File: src/rtl/tsync_rx.sv
module tsync_rx #(
  parameter int SYNC_W = 16,
  parameter int OCT_W  = 8
) (
  input  logic              clk,
  input  logic              rst_n,
  input  logic              bit_en,
  input  logic              line_in,
  input  logic              cd_n,
  input  logic [1:0]        sync_mode,
  input  logic [1:0]        dec_mode,
  input  logic              rev_data,
  input  logic [SYNC_W-1:0] sync_pat,
  output logic [OCT_W-1:0]  oct_data,
  output logic              oct_valid,
  output logic              cd_lost,
  output logic              in_sync
);
  localparam int HALF = SYNC_W / 2;
  localparam int CW   = $clog2(OCT_W);
  localparam int FW   = $clog2(SYNC_W + 1);
  localparam logic [FW-1:0] FILL_MAX  = FW'(SYNC_W);
  localparam logic [FW-1:0] NEED_LONG = FW'(SYNC_W - 1);
  localparam logic [FW-1:0] NEED_HALF = FW'(HALF - 1);
  localparam logic [CW-1:0] LAST_BIT  = CW'(OCT_W - 1);

  logic              prev_line, cd_q, sync_q;
  logic [SYNC_W-1:0] hunt_sr;
  logic [FW-1:0]     fill;
  logic [CW-1:0]     bcnt;
  logic [OCT_W-1:0]  acc;

  wire bit_d    = (dec_mode == 2'b01) ? (line_in ~^ prev_line) : line_in;
  wire mode_ext = (sync_mode == 2'b00);
  wire mode_auto = (sync_mode == 2'b01);
  wire mode_pat = sync_mode[1];

  wire [SYNC_W-1:0] sr_nx = {hunt_sr[SYNC_W-2:0], bit_d};
  wire filled = fill >= (sync_mode[0] ? NEED_LONG : NEED_HALF);
  wire pat_eq = sync_mode[0] ? (sr_nx == sync_pat)
                             : (sr_nx[HALF-1:0] == sync_pat[HALF-1:0]);
  wire match  = mode_pat & ~cd_n & filled & pat_eq;
  wire fall   = cd_q & ~cd_n;
  wire take   = mode_auto | (~cd_n & (sync_q | (mode_ext & fall)));

  wire [OCT_W-1:0] acc_nx = rev_data ? {acc[OCT_W-2:0], bit_d}
                                     : {bit_d, acc[OCT_W-1:1]};
  wire last = (bcnt == LAST_BIT);

  assign in_sync = mode_auto | sync_q;

  always_ff @(posedge clk or negedge rst_n) begin
    if (!rst_n) begin
      prev_line <= 1'b1;
      cd_q      <= 1'b1;
      sync_q    <= 1'b0;
      hunt_sr   <= '0;
      fill      <= '0;
      bcnt      <= '0;
      acc       <= '0;
      oct_data  <= '0;
      oct_valid <= 1'b0;
      cd_lost   <= 1'b0;
    end else begin
      oct_valid <= 1'b0;
      cd_lost   <= 1'b0;
      if (bit_en) begin
        prev_line <= line_in;
        cd_q      <= cd_n;
        hunt_sr   <= sr_nx;
        if (mode_pat) begin
          if (sync_q) begin
            if (cd_n) begin
              cd_lost <= 1'b1;
              sync_q  <= 1'b0;
              fill    <= '0;
            end
          end else begin
            sync_q <= match;
            if (fill != FILL_MAX) fill <= fill + 1'b1;
          end
        end else begin
          sync_q <= mode_ext & take;
        end
        if (take) begin
          acc  <= acc_nx;
          bcnt <= last ? '0 : bcnt + 1'b1;
          if (last) begin
            oct_data  <= acc_nx;
            oct_valid <= 1'b1;
          end
        end else begin
          bcnt <= '0;
        end
      end
    end
  end

  AST_VALID_PULSE: assert property (@(posedge clk) disable iff (!rst_n)
    oct_valid |=> !oct_valid);
  AST_LOST_PULSE: assert property (@(posedge clk) disable iff (!rst_n)
    cd_lost |=> !cd_lost);
  AST_LOST_DROPS_SYNC: assert property (@(posedge clk) disable iff (!rst_n)
    (cd_lost && sync_mode[1]) |-> !in_sync);
  AST_LOST_ONLY_HUNT: assert property (@(posedge clk) disable iff (!rst_n)
    cd_lost |-> $past(sync_mode[1]));
  AST_VALID_NEEDS_SYNC: assert property (@(posedge clk) disable iff (!rst_n)
    oct_valid |-> $past(in_sync));
endmodule

File: config.mk
export PLATFORM = sky130hd
export DESIGN_NAME = tsync_rx
export DESIGN_NICKNAME = d
export VERILOG_FILES = /design/src/rtl/tsync_rx.sv
export SDC_FILE = /design/constraint.sdc
export NUM_CORES = 1
export LEC_CHECK = 0
export BUFFER_PORTS_ARGS = -buffer_cell sky130_fd_sc_hd__buf_2
export CAP_MARGIN = 5
export CORE_MARGIN = 3
export CORE_UTILIZATION = 30
export CTS_BUF_LIST = sky130_fd_sc_hd__clkbuf_2
export DETAILED_ROUTE_END_ITERATION = 10
export PLACE_DENSITY = 0.54
export RECOVER_POWER = 100
export SYNTH_ARGS = -nofsm -noshare
export SYNTH_HDL_FRONTEND = slang
export SYNTH_SLANG_ARGS = --single-unit
File: constraint.sdc
create_clock -name clk -period 1.6 [get_ports clk]
set_input_delay 0.08 -clock clk [delete_from_list [all_inputs] [get_ports clk]]
set_output_delay 0.08 -clock clk [all_outputs]
set_load 0.005 [all_outputs]
Word-level counts from Yosys, hierarchy flattened

Cells that the tools add are included.

Bits in registers: 44
Bits in latches: 0
RAM bits: 0
ROM bits: 0
Bits of input ports: 26
Output and inout port bits: 11
Word-level logic and storage cells: 56
Memories kept: 0

$add $sub $neg: 2
$mul: 0
Div/mod/pow operators: 0
Order comparisons: 1
Equal/unequal tests: 7
Shift operators: 0
Multiplexer cells: 19
Bitwise gates (word level): 12
Reductions and logical operators: 5

Operator list:

| kind                  | number |
|---|---|
| $eq A16 B16 Y1        | 1 |
| $mux W5               | 3 |
| $mux W1               | 12 |
| $eq A8 B8 Y1          | 1 |
| $mux W8               | 1 |
| $and A1 B1 Y1         | 7 |
| $mux W3               | 2 |
| $add A5 B1 Y5 const B | 1 |
| $ge A5 B4 Y1          | 1 |
| $ne A5 B5 Y1 const B  | 1 |
| $eq A2 B1 Y1 const B  | 2 |
| $mux W4               | 1 |
| $reduce_and A4 Y1     | 1 |
| $add A3 B1 Y3 const B | 1 |
| $eq A3 B3 Y1 const B  | 1 |
| $or A1 B1 Y1          | 3 |
| $reduce_and A3 Y1     | 1 |
| $logic_not A2 Y1      | 1 |
| $ne A2 B2 Y1 const B  | 1 |
| $reduce_and A2 Y1     | 1 |
| $reduce_bool A2 Y1    | 1 |
| $not A1 Y1            | 1 |
| $xnor A1 B1 Y1        | 1 |

Depth between registers and ports, before layout

Gate-level depths: netlist of the first run.

Word-level depth: 8
Depth in mapped cells: 5
Depth with buffers taken out: 5

Worst setup path after synthesis of the first run

No wires, ideal clock.

Path type: register to register
Start point: register cd_q
End point: register oct_data[0]
Library setup time: 0.125 ns
Arrival: 1.492 ns
Required time: 1.475 ns
Setup slack: -0.017 ns
Stages on the path, launching flop included: 5
Buffers on the path: 0
Period minus slack after synthesis: 1.617 ns
Path through: dfstp_2 -> nor2b_1 -> o21ai_2 -> a211oi_4 -> mux2_2

Word-level cells in the longest chain between the ends: 6

Ends and longest elaborated chain:

| what                        | line | text |
|---|---|---|
| from (decl)                 | 27   | `logic prev_line, cd_q, sync_q;` |
| from (signal assigned)      | 69   | `cd_q <= cd_n;` |
| $and A1 B1 Y1               | 43   | `wire fall = cd_q & ~cd_n;` |
| $and A1 B1 Y1               | 44   | `wire take = mode_auto \| (~cd_n & (sync_q \| (mode_ext & fall)));` |
| $or A1 B1 Y1                | 44   |  |
| $and A1 B1 Y1               | 44   |  |
| $or A1 B1 Y1                | 44   |  |
| $reduce_and A3 Y1 (no line) | -    |  |
| to (signal assigned)        | 89   | `oct_data <= acc_nx;` |
| to (decl)                   | 14   | `output logic [OCT_W-1:0] oct_data,` |

No other way between the ends.
A chain may end at the register's enable or synchronous reset.

Worst setup path in the final report of the first run

Ends and elaborated chain as after synthesis.

==> metrics.md, run 1 <==
| Metric | Value |
|---|---|
| CTS tree | `yes` |
| Die width | `about 90 µm` |
| Vias per std cell | `around 4.5` |
| Startpoint types | `flop` |
| DR vias | `between 1000 and 1500` |
| Worst min path class | `in -> reg` |
| Total GRT Usage | `around 11%` |
| Fin nets | `255` |
| Pwr/cell area | `~1200 nW/µm²` |
| Pre-CTS WS | `-0.01001 ns` |
| CP arrival | `1.94 ns` |
| Final Hold Fails | `0` |
| Largest net degree at the start of global routing | `between 40 and 50` |
| DRC Markers | `0` |
| 1st-pass router iterations | `4` |
| CP required | `just under 2 ns` |
| Max_cap viols | `0` |
| Placed instance count | `around 300` |
| Grt total ovfl | `0` |
| Fin crit share | `100.9%` |
| Pins Over Slew Limit | `0` |
| Post-detailed-route count of antenna-violating nets | `0` |
| CTS Buffer Depth | `2` |
| Relative slew margins | `27.42%` |
| Clock slew at reported path FFs | `around 0.24 ns` |
| CP Class | `reg -> reg` |
| Share of cells above drive strength 1 | `about two fifths` |
| CP Max Fanout | `9` |
| Synth Net Count | `roughly 200` |
| 1st-iter DRT viols | `approximately 60` |
| Initial antenna violation count | `0` |
| Result of the run | `finished, violations left` |
| Post-Route Skew | `roughly 0.023 ns` |
| Post-Route WL | `just over 4000 µm` |
| Area delta synth->final | `23.40%` |
| Setup violations, final | `3` |
| CP endpoint kind | `flop` |
| Final setup margin | `-0.01453 ns` |
| Post-synthesis sequential area ratio | `around half` |
| Syn Inst Count | `about 170` |
| IO Count | `37` |
| Final Critical Period | `1.615 ns` |
| FMAX | `between 0.6 and 0.7 GHz` |
| Die height | `between 90 and 100 µm` |
| Area of the mapped netlist | `2128 µm²` |
| Yosys top cell by area | `dfrtp_1` |
| Leakage | `roughly 1.2 nW` |
| Top cells by area, synth | `dfrtp_1 49%, mux2_2 19%, xnor2_1 6.2%, ha_1 2.9%, dfstp_2 2.5%` |
| Initial Util | `around 31%` |
| Finished Layout Cells | `321` |
| Failing checks | `negative setup slack` |
| CTS sink cnt | `44` |
| Accumulated negative setup slack | `-0.03295 ns` |
| # fillers | `just over 700` |
| Unique cell type count in the Yosys netlist | `35` |
| VDD IR max | `between 0.5 and 0.6 mV` |
| Num rows | `30` |
| Total CTS buffers | `5` |
| #FFs+latches synth | `44` |
| Global-route wire length before repair | `approximately 7000 µm` |
| Synth top area share | `between 40% and 50%` |
| Warnings, synthesis | `0` |
| Syn_area_per_cell | `between 10 and 15 µm²` |
| H-tree depth | `2` |
| Core area | `~6800 µm²` |
| Number of global-route vias before repair | `around 1500` |
| Slew @ Worst Pin | `1.089 ns` |
| Worst skew pair latency | `roughly 0.43 ns` |
| RSZ-0062 raised after global routing | `yes` |
| Antenna Cells | `0` |
| Hpwl dp | `~2900 µm` |
| Buffers on Ports | `36` |
| Root Driver | `clkbuf_2` |
| Routed len/inst | `between 10 and 15 µm` |
| Die area | `roughly 8100 µm²` |
| RD Place Congestion | `between 0.7 and 0.8` |
-- metrics by stage --
step                total power [W]  hold slack (ns)  area [µm²]  util, %
floorplan                  0.002291          -0.2156        2128        -
global placement           0.002542           0.2121        2479    36.28
detailed placement         0.002568           0.2092        2479    36.28
CTS                        0.003241          0.01149        2616    38.30
global route               0.003462          0.01839        2626    38.44
finish                     0.003225          0.02514        2626    38.44
-- cell type report --
| type | instances | area, µm² | share of cell area (%) |
|---|---|---|---|
| Clock buffer | 5 | 25.02 | 0.9528 |
| Clock inverter | 3 | 42.54 | 1.620 |
| Inverter | 9 | 33.78 | 1.286 |
| Multi-Input combinational cell | 110 | 982.2 | 37.40 |
| Sequential cell | 44 | 1104 | 42.02 |
| Tap cell | 96 | 120.1 | 4.574 |
| Timing Repair Buffer | 54 | 319.1 | 12.15 |
-- critical path, cell delays in order (launching register included) --
cell,delay [ns]
dfstp_2,0.59
nor2b_4,0.13
o21ai_2,0.07
a211oi_4,0.24
buf_12,0.16
mux2_2,0.32
-- synth_stat cells --
cell and count:
a21oi_1 4, mux2_2 36, inv_1 9, a21bo_2 1, and4b_1 1, nand3_1 2
o211ai_1 1, nor2b_1 2, nand3b_1 1, a31o_2 1, nor3b_1 1, buf_2 3
dfstp_2 2, a22o_1 3, nor2_1 7, nand2b_1 3, ha_1 5, and4_1 1
xor2_1 4, a311oi_1 2, clkbuf_1 2, a211oi_4 1, a32oi_1 1, o2bb2ai_1 1
o31ai_1 1, nand2_1 4, nor4_1 1, mux2i_1 2, o21ai_2 1, or3_1 1
xnor2_1 15, o21ai_0 3, a21o_1 1, nand4_1 3, dfrtp_1 42
-- placed cells by master (no fill, tap or decap), drive strengths merged, types with 3 or more instances in the layout --
cell type and count:
dfrtp 42, buf 39, mux2 36, clkbuf 16
xnor2 15, inv 9, nor2 7, ha 5
a21oi 4, nand2 4, xor2 4, dlygate4sd3 4
o21ai 4, nand2b 3, nand4 3, a22o 3
-- timing repair --
action / in CTS / in global routing
pin swaps: 0 / 2
buffers inserted: 3 / 3
hold buffers: 4 / 0
hold endpoints to repair: 45 / 0
gates resized for setup: 2 / 3
setup endpoints to repair: 14 / 18
-- layer usage --
layer,share of wire (%),wire length (µm),track usage (%)
met1,48,1986,14.38
met4,1.7,70,3.827
met3,4.3,179,3.013
met2,46,1902,17.05
met5,0,0,0
-- path summary, 6_finish.rpt --
| path | startpoint | to | slack [ns] | cells after the start |
|---|---|---|---|---|
| max | cd_q | oct_data[0] | -0.01 | 5 |
| min | sync_mode[0] | sync_q | 0.03 | 3 |
| max reg2reg | cd_q | oct_data[0] | -0.01 | 5 |
| min reg2reg | oct_data[1] | oct_data[1] | 0.54 | 1 |
| max in group asynchronous | rst_n | oct_data[0] | 0.51 | 3 |
| min in group asynchronous | rst_n | fill[4] | 0.42 | 3 |
-- kinds of logic after synthesis --
group / synth area share (%)
AND/OR/NAND/NOR: 6.938
adder cells (fa/ha/maj): 2.939
buffers and inverters: 2.645
XOR/XNOR: 7.819
multiplexers: 19.99
flip-flops: 51.85
AO/OA/AOI/OAI: 7.820
-- sequential cells by signal (all words and copies together), names as in the netlist --
register	cells
acc	8
bcnt	3
cd_lost	1
cd_q	1
fill	5
hunt_sr	15
oct_data	8
oct_valid	1
prev_line	1
sync_q	1
-- power breakdown --
part           switching [W]  internal [W]
combinational       0.000357      0.000556
clock               0.000382      0.000260
sequential          0.000249       0.00142
Power figures use the tool's default switching activity.
==> run 2: changes to the inputs <==
--- a/config.mk
+++ b/config.mk
@@ -11,7 +11,6 @@
 export CORE_UTILIZATION = 30
 export CTS_BUF_LIST = sky130_fd_sc_hd__clkbuf_2
 export DETAILED_ROUTE_END_ITERATION = 10
-export PLACE_DENSITY = 0.54
 export RECOVER_POWER = 100
 export SYNTH_ARGS = -nofsm -noshare
 export SYNTH_HDL_FRONTEND = slang
==> run 2 against run 1 <==
The flow still finishes with violations (negative setup slack). Power down 7.8%. Via count down 1.4%. Combinational power down 3.3%. Sequential share of layout area up 0.67 points. Clock power down 34%. Wire length down 0.77%. Non-clock buffer count unchanged. Core utilization down 0.60 points. Worst setup slack worse by 0.014 ns. Critical path type unchanged. Largest cell class unchanged.
==> metrics.md, run 2 (synthesis results as in run 1) <==
| Metric | Value |
|---|---|
| Die area | `slightly above 8000 µm²` |
| Leakage | `~1.2 nW` |
| # fillers | `711` |
| Max_cap viols | `0` |
| Final Critical Period | `around 1.6 ns` |
| Buffers on Ports | `36` |
| RD Place Congestion | `approximately 0.79` |
| Post-Route Skew | `~0.0061 ns` |
| Post-detailed-route count of antenna-violating nets | `0` |
| Worst r2r path cells | `5` |
| DR vias | `1430` |
| Clk pwr share | `between 10% and 20%` |
| Routed len/inst | `~13 µm` |
| Worst min path class | `in -> reg` |
| VDD IR max | `approximately 0.56 mV` |
| P_int | `0.002049 W` |
| 1st-iter DRT viols | `between 40 and 50` |
| Reg-to-Reg End | `oct_data[4]` |
| CP Max Fanout | `9` |
| Startpoint types | `flop` |
| Overall Power | `slightly below 0.003 W` |
| Endpoint, Worst Hold | `sync_q` |
| Failing checks | `negative setup slack` |
| Largest net degree at the start of global routing | `45` |
| H-tree depth | `2` |
| Fin crit share | `101.8%` |
| Switching power total | `0.0009239 W` |
| Hold Startpoint | `sync_pat[0]` |
| Die height | `about 90 µm` |
| CTS sink cnt | `44` |
| Reg power frac | `around 56%` |
| Clock slew at reported path FFs | `0.20 ns` |
| Share of cells above drive strength 1 | `about 41%` |
| DRC Markers | `0` |
| Initial Util | `between 30% and 40%` |
| Accumulated negative setup slack | `-0.1042 ns` |
| Logic pwr share | `between 20 and 30%` |
| Area delta synth->final | `21.46%` |
| Slew @ Worst Pin | `between 1 and 1.5 ns` |
| Num rows | `30` |
| Multi-input logic area | `977.2 µm²` |
| Worst reg-to-reg setup slack | `-0.03 ns` |
| Fin nets | `between 200 and 300` |
| Vias per std cell | `around 4.5` |
| CTS tree | `yes` |
| Max FFs per register | `15` |
| Initial antenna violation count | `0` |
| Post-Route WL | `slightly above 4000 µm` |
| Final setup margin | `-0.02845 ns` |
| Final Hold Fails | `0` |
| Pins Over Slew Limit | `0` |
| 1st-pass router iterations | `4` |
| Grt total ovfl | `0` |
| Antenna Cells | `0` |
| CP arrival | `approximately 1.9 ns` |
| Total CTS buffers | `5` |
| CTS Buffer Depth | `2` |
| Reg with most FFs | `hunt_sr` |
| RSZ-0062 raised after global routing | `yes` |
| Pwr/cell area | `~1100 nW/µm²` |
| Die width | `~90 µm` |
| Leading cell types in the layout, fill and taps excluded | `42 x dfrtp_1, 36 x mux2_2, 30 x buf_2, 15 x xnor2_1` |
| Top Registers | `hunt_sr x15, acc x8, oct_data x8` |
| IO Count | `37` |
| FMAX | `just over 0.6 GHz` |
| FF-to-FF Start | `cd_q` |
| Result of the run | `finished, violations left` |
| Global-route wire length before repair | `around 7000 µm` |
| Hold depth | `3` |
| CP required | `roughly 1.9 ns` |
| Setup violations, final | `7` |
| Hpwl dp | `~3000 µm` |
| Commonest non-fill, non-tap cell in the layout | `dfrtp_1` |
| Sw frac | `roughly 31%` |
| Root Driver | `clkbuf_2` |
| Number of global-route vias before repair | `1434` |
| Relative slew margins | `between 20% and 30%` |
| CP endpoint kind | `flop` |
| Total GRT Usage | `roughly a tenth` |
| Core area | `approximately 6800 µm²` |
| Worst skew pair latency | `between 0.3 and 0.4 ns` |
| Register area | `~1100 µm²` |
| CP Class | `reg -> reg` |
-- run 2: area by class of cell --
| class | instances | area share [%] |
|---|---|---|
| flip-flops and latches | 44 | 42.69 |
| multi-input cells | 110 | 37.80 |
| repair buffers | 54 | 12.29 |
| well taps | 96 | 4.647 |
| inverters | 9 | 1.307 |
| clock buffers | 5 | 0.9681 |
| clock inverters | 2 | 0.2904 |
-- run 2: how the worst max path moves through the flow --
stage,from,endpoint,slack (ns),cells past startpoint
CTS,bcnt[0],oct_data[4],-0.04,6
global placement,cd_q,oct_data[1],0.01,5
floorplan,cd_q,oct_data[0],-0.02,4
finish,cd_q,oct_data[4],-0.03,5
detailed placement,cd_q,oct_data[4],-0.04,5
global route,bcnt[0],oct_data[2],-0.12,6
-- run 2: per-layer routing --
layer | vias up | wire length [µm] | part of all wire [%] | GRT usage, %
met4 | 0 | 64 | 1.6 | 3.827
met3 | 6 | 188 | 4.6 | 3.096
li1 | 702 | - | - | -
met5 | - | 0 | 0 | 0
met1 | 692 | 1955 | 48 | 14.48
met2 | 30 | 1898 | 46 | 15.99
-- run 2: repair_timing --
item / 4_1_cts / 5_1_grt
buffers inserted: 0 / 5
resized for setup: 1 / 1
hold buffers: 3 / 0
setup endpoints to repair: 7 / 16
endpoints found under the hold margin: 44 / 0
-- run 2: power by group through the flow --
stage	Sequential, W	Clock (W)	Combinational, W
global placement	0.00168	0	0.000861
finish	0.00167	0.000425	0.000883
detailed placement	0.00169	0	0.000877
global route	0.00172	0.000524	0.000990
floorplan	0.00163	0	0.000659
CTS	0.00167	0.000466	0.000885
-- run 2: worst max-delay path, stage by stage, from the launching register on --
cell and delay [ns]:
dfstp_2 0.57, nor2b_2 0.14, o21ai_2 0.08, a211oi_4 0.25, buf_12 0.16, mux2_2 0.34
-- run 2: per-stage QoR --
stage / util, % / hold WS [ns] / worst slack, ns / instances / area, µm²
after global routing: 37.84 / 0.008449 / -0.1228 / 320 / 2585
after CTS: 37.45 / 0.03930 / -0.04183 / 315 / 2559
after detailed placement: 36.50 / 0.2116 / -0.03615 / 305 / 2494
after floorplan: - / -0.2156 / -0.01696 / 168 / 2128
after global placement: 36.50 / 0.2064 / 0.01194 / 305 / 2494
final: 37.84 / 0.08375 / -0.02845 / 320 / 2585
==> run 3: changes to the inputs <==
--- a/config.mk
+++ b/config.mk
@@ -5,6 +5,7 @@
 export SDC_FILE = /design/constraint.sdc
 export NUM_CORES = 1
 export LEC_CHECK = 0
+export ABC_AREA = 1
 export BUFFER_PORTS_ARGS = -buffer_cell sky130_fd_sc_hd__buf_2
 export CAP_MARGIN = 5
 export CORE_MARGIN = 3
@@ -15,3 +16,4 @@
 export SYNTH_ARGS = -nofsm -noshare
 export SYNTH_HDL_FRONTEND = slang
 export SYNTH_SLANG_ARGS = --single-unit
+export TNS_END_PERCENT = 30
==> constraint.sdc (replaced) <==
create_clock -name clk -period 1.6 [get_ports clk]
set_input_delay 0 -clock clk [delete_from_list [all_inputs] [get_ports clk]]
set_output_delay 0 -clock clk [all_outputs]
set_load 0.005 [all_outputs]
==> run 3 against run 2 <==
Cell area increased by 4.3%. The run now ends clean. Clock power increased by 6.8%. Power decreased by 16%. Synthesized area increased by 5.6%. Highest routed layer unchanged. Synthesized cell count increased by 69%. Worst setup slack improved by 0.14 ns. Maximum frequency increased by 9.8%.
==> metrics.md, run 3 <==
| Metric | Value |
|---|---|
| CP Max Fanout | `13` |
| Total CTS buffers | `5` |
| Synth top area share | `46.74%` |
| Placed instance count | `around 420` |
| Worst reg-to-reg setup slack | `roughly 0.12 ns` |
| Post-detailed-route count of antenna-violating nets | `0` |
| Startpoint types | `flop` |
| Clock slew at reported path FFs | `0.23 ns` |
| Antenna Cells | `0` |
| Unique cell type count in the Yosys netlist | `22` |
| Fin crit share | `92.73%` |
| Fin nets | `between 300 and 400` |
| 1st-pass router iterations | `4` |
| Max FFs per register | `15` |
| RD Place Congestion | `about 0.83` |
| Leading cell types in the layout, fill and taps excluded | `95 x nand2_1, 42 x dfrtp_1, 39 x inv_1, 37 x o21ai_0, 29 x buf_2` |
| H-tree depth | `2` |
| #FFs+latches synth | `between 40 and 50` |
| CP endpoint kind | `flop` |
| Commonest non-fill, non-tap cell in the layout | `nand2_1` |
| Area of the mapped netlist | `2248 µm²` |
| Hold Startpoint | `dec_mode[1]` |
| DR vias | `between 1500 and 2000` |
| VDD IR max | `approximately 0.35 mV` |
| Die area | `roughly 8600 µm²` |
| Pre-CTS WS | `between 0.1 and 0.15 ns` |
| Endpoint, Worst Hold | `hunt_sr[0]` |
| Root Driver | `clkbuf_2` |
| Final Hold Fails | `0` |
| CTS Buffer Depth | `2` |
| Hold Worst Slack | `~0.042 ns` |
| Ys async rst share | `100.0%` |
| CP Class | `reg -> reg` |
| IO Count | `37` |
| Total GRT Usage | `approximately an eighth` |
| CTS tree | `yes` |
| Finished Layout Cells | `roughly 440` |
| Slew @ Worst Pin | `approximately 0.74 ns` |
| Reg with most FFs | `hunt_sr` |
| Relative slew margins | `between 50% and 60%` |
| Final Critical Period | `1.484 ns` |
| Pwr/cell area | `just over 900 nW/µm²` |
| Synth Net Count | `about 320` |
| Most frequent cell after synthesis | `nand2_1` |
| Syn_area_per_cell | `7.917 µm²` |
| Reg-to-Reg End | `oct_data[7]` |
| Accumulated negative setup slack | `0 ns` |
| Syn Inst Count | `about 280` |
| Routed len/inst | `around 11 µm` |
| Post-synth EDFFs | `0` |
| Initial antenna violation count | `0` |
| Worst min path class | `in -> reg` |
| Top cells by area, synth | `dfrtp_1 47%, nand2_1 16%, o21ai_0 8.2%, inv_1 6.7%, xnor2_1 3.5%` |
| Share of cells above drive strength 1 | `16.18%` |
| 1st-iter DRT viols | `62` |
| Worst r2r path cells | `8` |
| Global-route wire length before repair | `about 8500 µm` |
| Die height | `about 93 µm` |
| Final Util | `around two fifths` |
| Warnings, synthesis | `0` |
| Max_cap viols | `0` |
| Num rows | `30` |
| Leakage | `1.387 nW` |
| Number of global-route vias before repair | `1889` |
| Top cells by count, synth | `96 x nand2_1, 42 x dfrtp_1, 40 x inv_1, 37 x o21ai_0, 14 x nor2_1` |
| Pins Over Slew Limit | `0` |
| Yosys top cell by area | `dfrtp_1` |
| Post-Route WL | `4843 µm` |
| CP required | `1.95 ns` |
| Die width | `~93 µm` |
| Core area | `~7000 µm²` |
| Grt total ovfl | `0` |
| FMAX | `between 0.6 and 0.7 GHz` |
| Largest net degree at the start of global routing | `21` |
| Hpwl dp | `~3600 µm` |
| Worst skew pair latency | `roughly 0.4 ns` |
| Top_reg_cell synth | `dfrtp_1` |
| Top Registers | `hunt_sr x15, acc x8, oct_data x8` |
| Result of the run | `complete, no violations` |
| DRC Markers | `0` |
| Initial Util | `32.03%` |
| Post-synthesis sequential area ratio | `49.08%` |
| Vias per std cell | `4.468` |
| FF-to-FF Start | `cd_q` |
| Hold depth | `4` |
| Area delta synth->final | `19.87%` |
| Setup violations, final | `0` |
| Buffers on Ports | `36` |
| CTS sink cnt | `44` |
| Post-Route Skew | `roughly 0.014 ns` |
| Final setup margin | `0.1163 ns` |
| CP arrival | `roughly 1.8 ns` |
-- run 3: changes by cell type in the layout (fill, tap and decap cells not counted), moves of 4 or more --
cell	previous run	this run
buf_4	9	3
dlygate4sd3_1	3	9
inv_1	9	39
mux2_2	36	0
nand2_1	4	95
nand3_1	2	10
nor2_1	7	14
o21ai_0	3	37
o21ai_1	0	7
xnor2_1	15	9
xor2_1	4	0
-- run 3: worst max path at each step --
stage	start	to	slack [ns]	depth (start not counted)
after floorplan	cd_q	oct_data[0]	0.16	8
after global placement	fill[0]	fill[4]	0.16	9
after detailed placement	fill[0]	fill[4]	0.13	9
after CTS	fill[0]	fill[4]	0.1	9
after global routing	fill[0]	fill[4]	-0.009	9
final	cd_q	oct_data[7]	0.12	8
-- run 3: power breakdown --
part           total [W]  switching, W  internal (W)
registers        0.00143      0.000136       0.00130
clock network   0.000454      0.000356     0.0000984
logic           0.000600      0.000344      0.000256
-- run 3: timing repair --
item	in CTS	in global routing
resized for setup	0	3
endpoints found under the setup margin	0	7
hold endpoints to repair	50	5
buffers inserted	0	1
hold buffers	8	1
-- run 3: final cells by class --
class	instances	area, µm²
Clock buffer	5	25.02
Clock inverter	3	13.76
Fill cell	760	4324
Inverter	41	160.2
Multi-Input combinational cell	194	965.9
Sequential cell	44	1104
Tap cell	96	120.1
Timing Repair Buffer	52	301.5
Timing Repair inverter	1	5.005
-- run 3: kinds of logic (layout without fill, tap and decap cells) --
group	after synthesis	after routing	share of synthesized area, %
compound gates	56	56	14.19
xor+xnor	9	9	3.506
fa+ha+maj	5	5	2.782
buf+inv	47	102	8.458
flops	44	44	49.08
simple gates	123	124	21.98
-- run 3: through the flow --
step / instance area [µm²] / total power, W
4_1_cts: 2679 / 0.002521
2_1_floorplan: 2248 / 0.001833
3_5_place_dp: 2560 / 0.002040
3_3_place_gp: 2560 / 0.002019
6_report: 2695 / 0.002486
5_1_grt: 2695 / 0.002704
-- run 3: critical path, stage by stage, from the launching register on --
cell     delay, ns
dfstp_2       0.58
inv_1         0.05
nor3_2        0.10
o21ai_1       0.11
a21oi_4       0.17
inv_4         0.11
nor2_2        0.20
nand2_1       0.07
nand2_1       0.07
-- run 3: per-layer routing --
layer / up-vias / track usage (%) / part of all wire, %
met5: - / 0 / 0
met2: 36 / 19.46 / 45
met3: 6 / 2.437 / 4.5
met1: 903 / 16.51 / 49
met4: 0 / 3.465 / 1.1
li1: 1003 / - / -
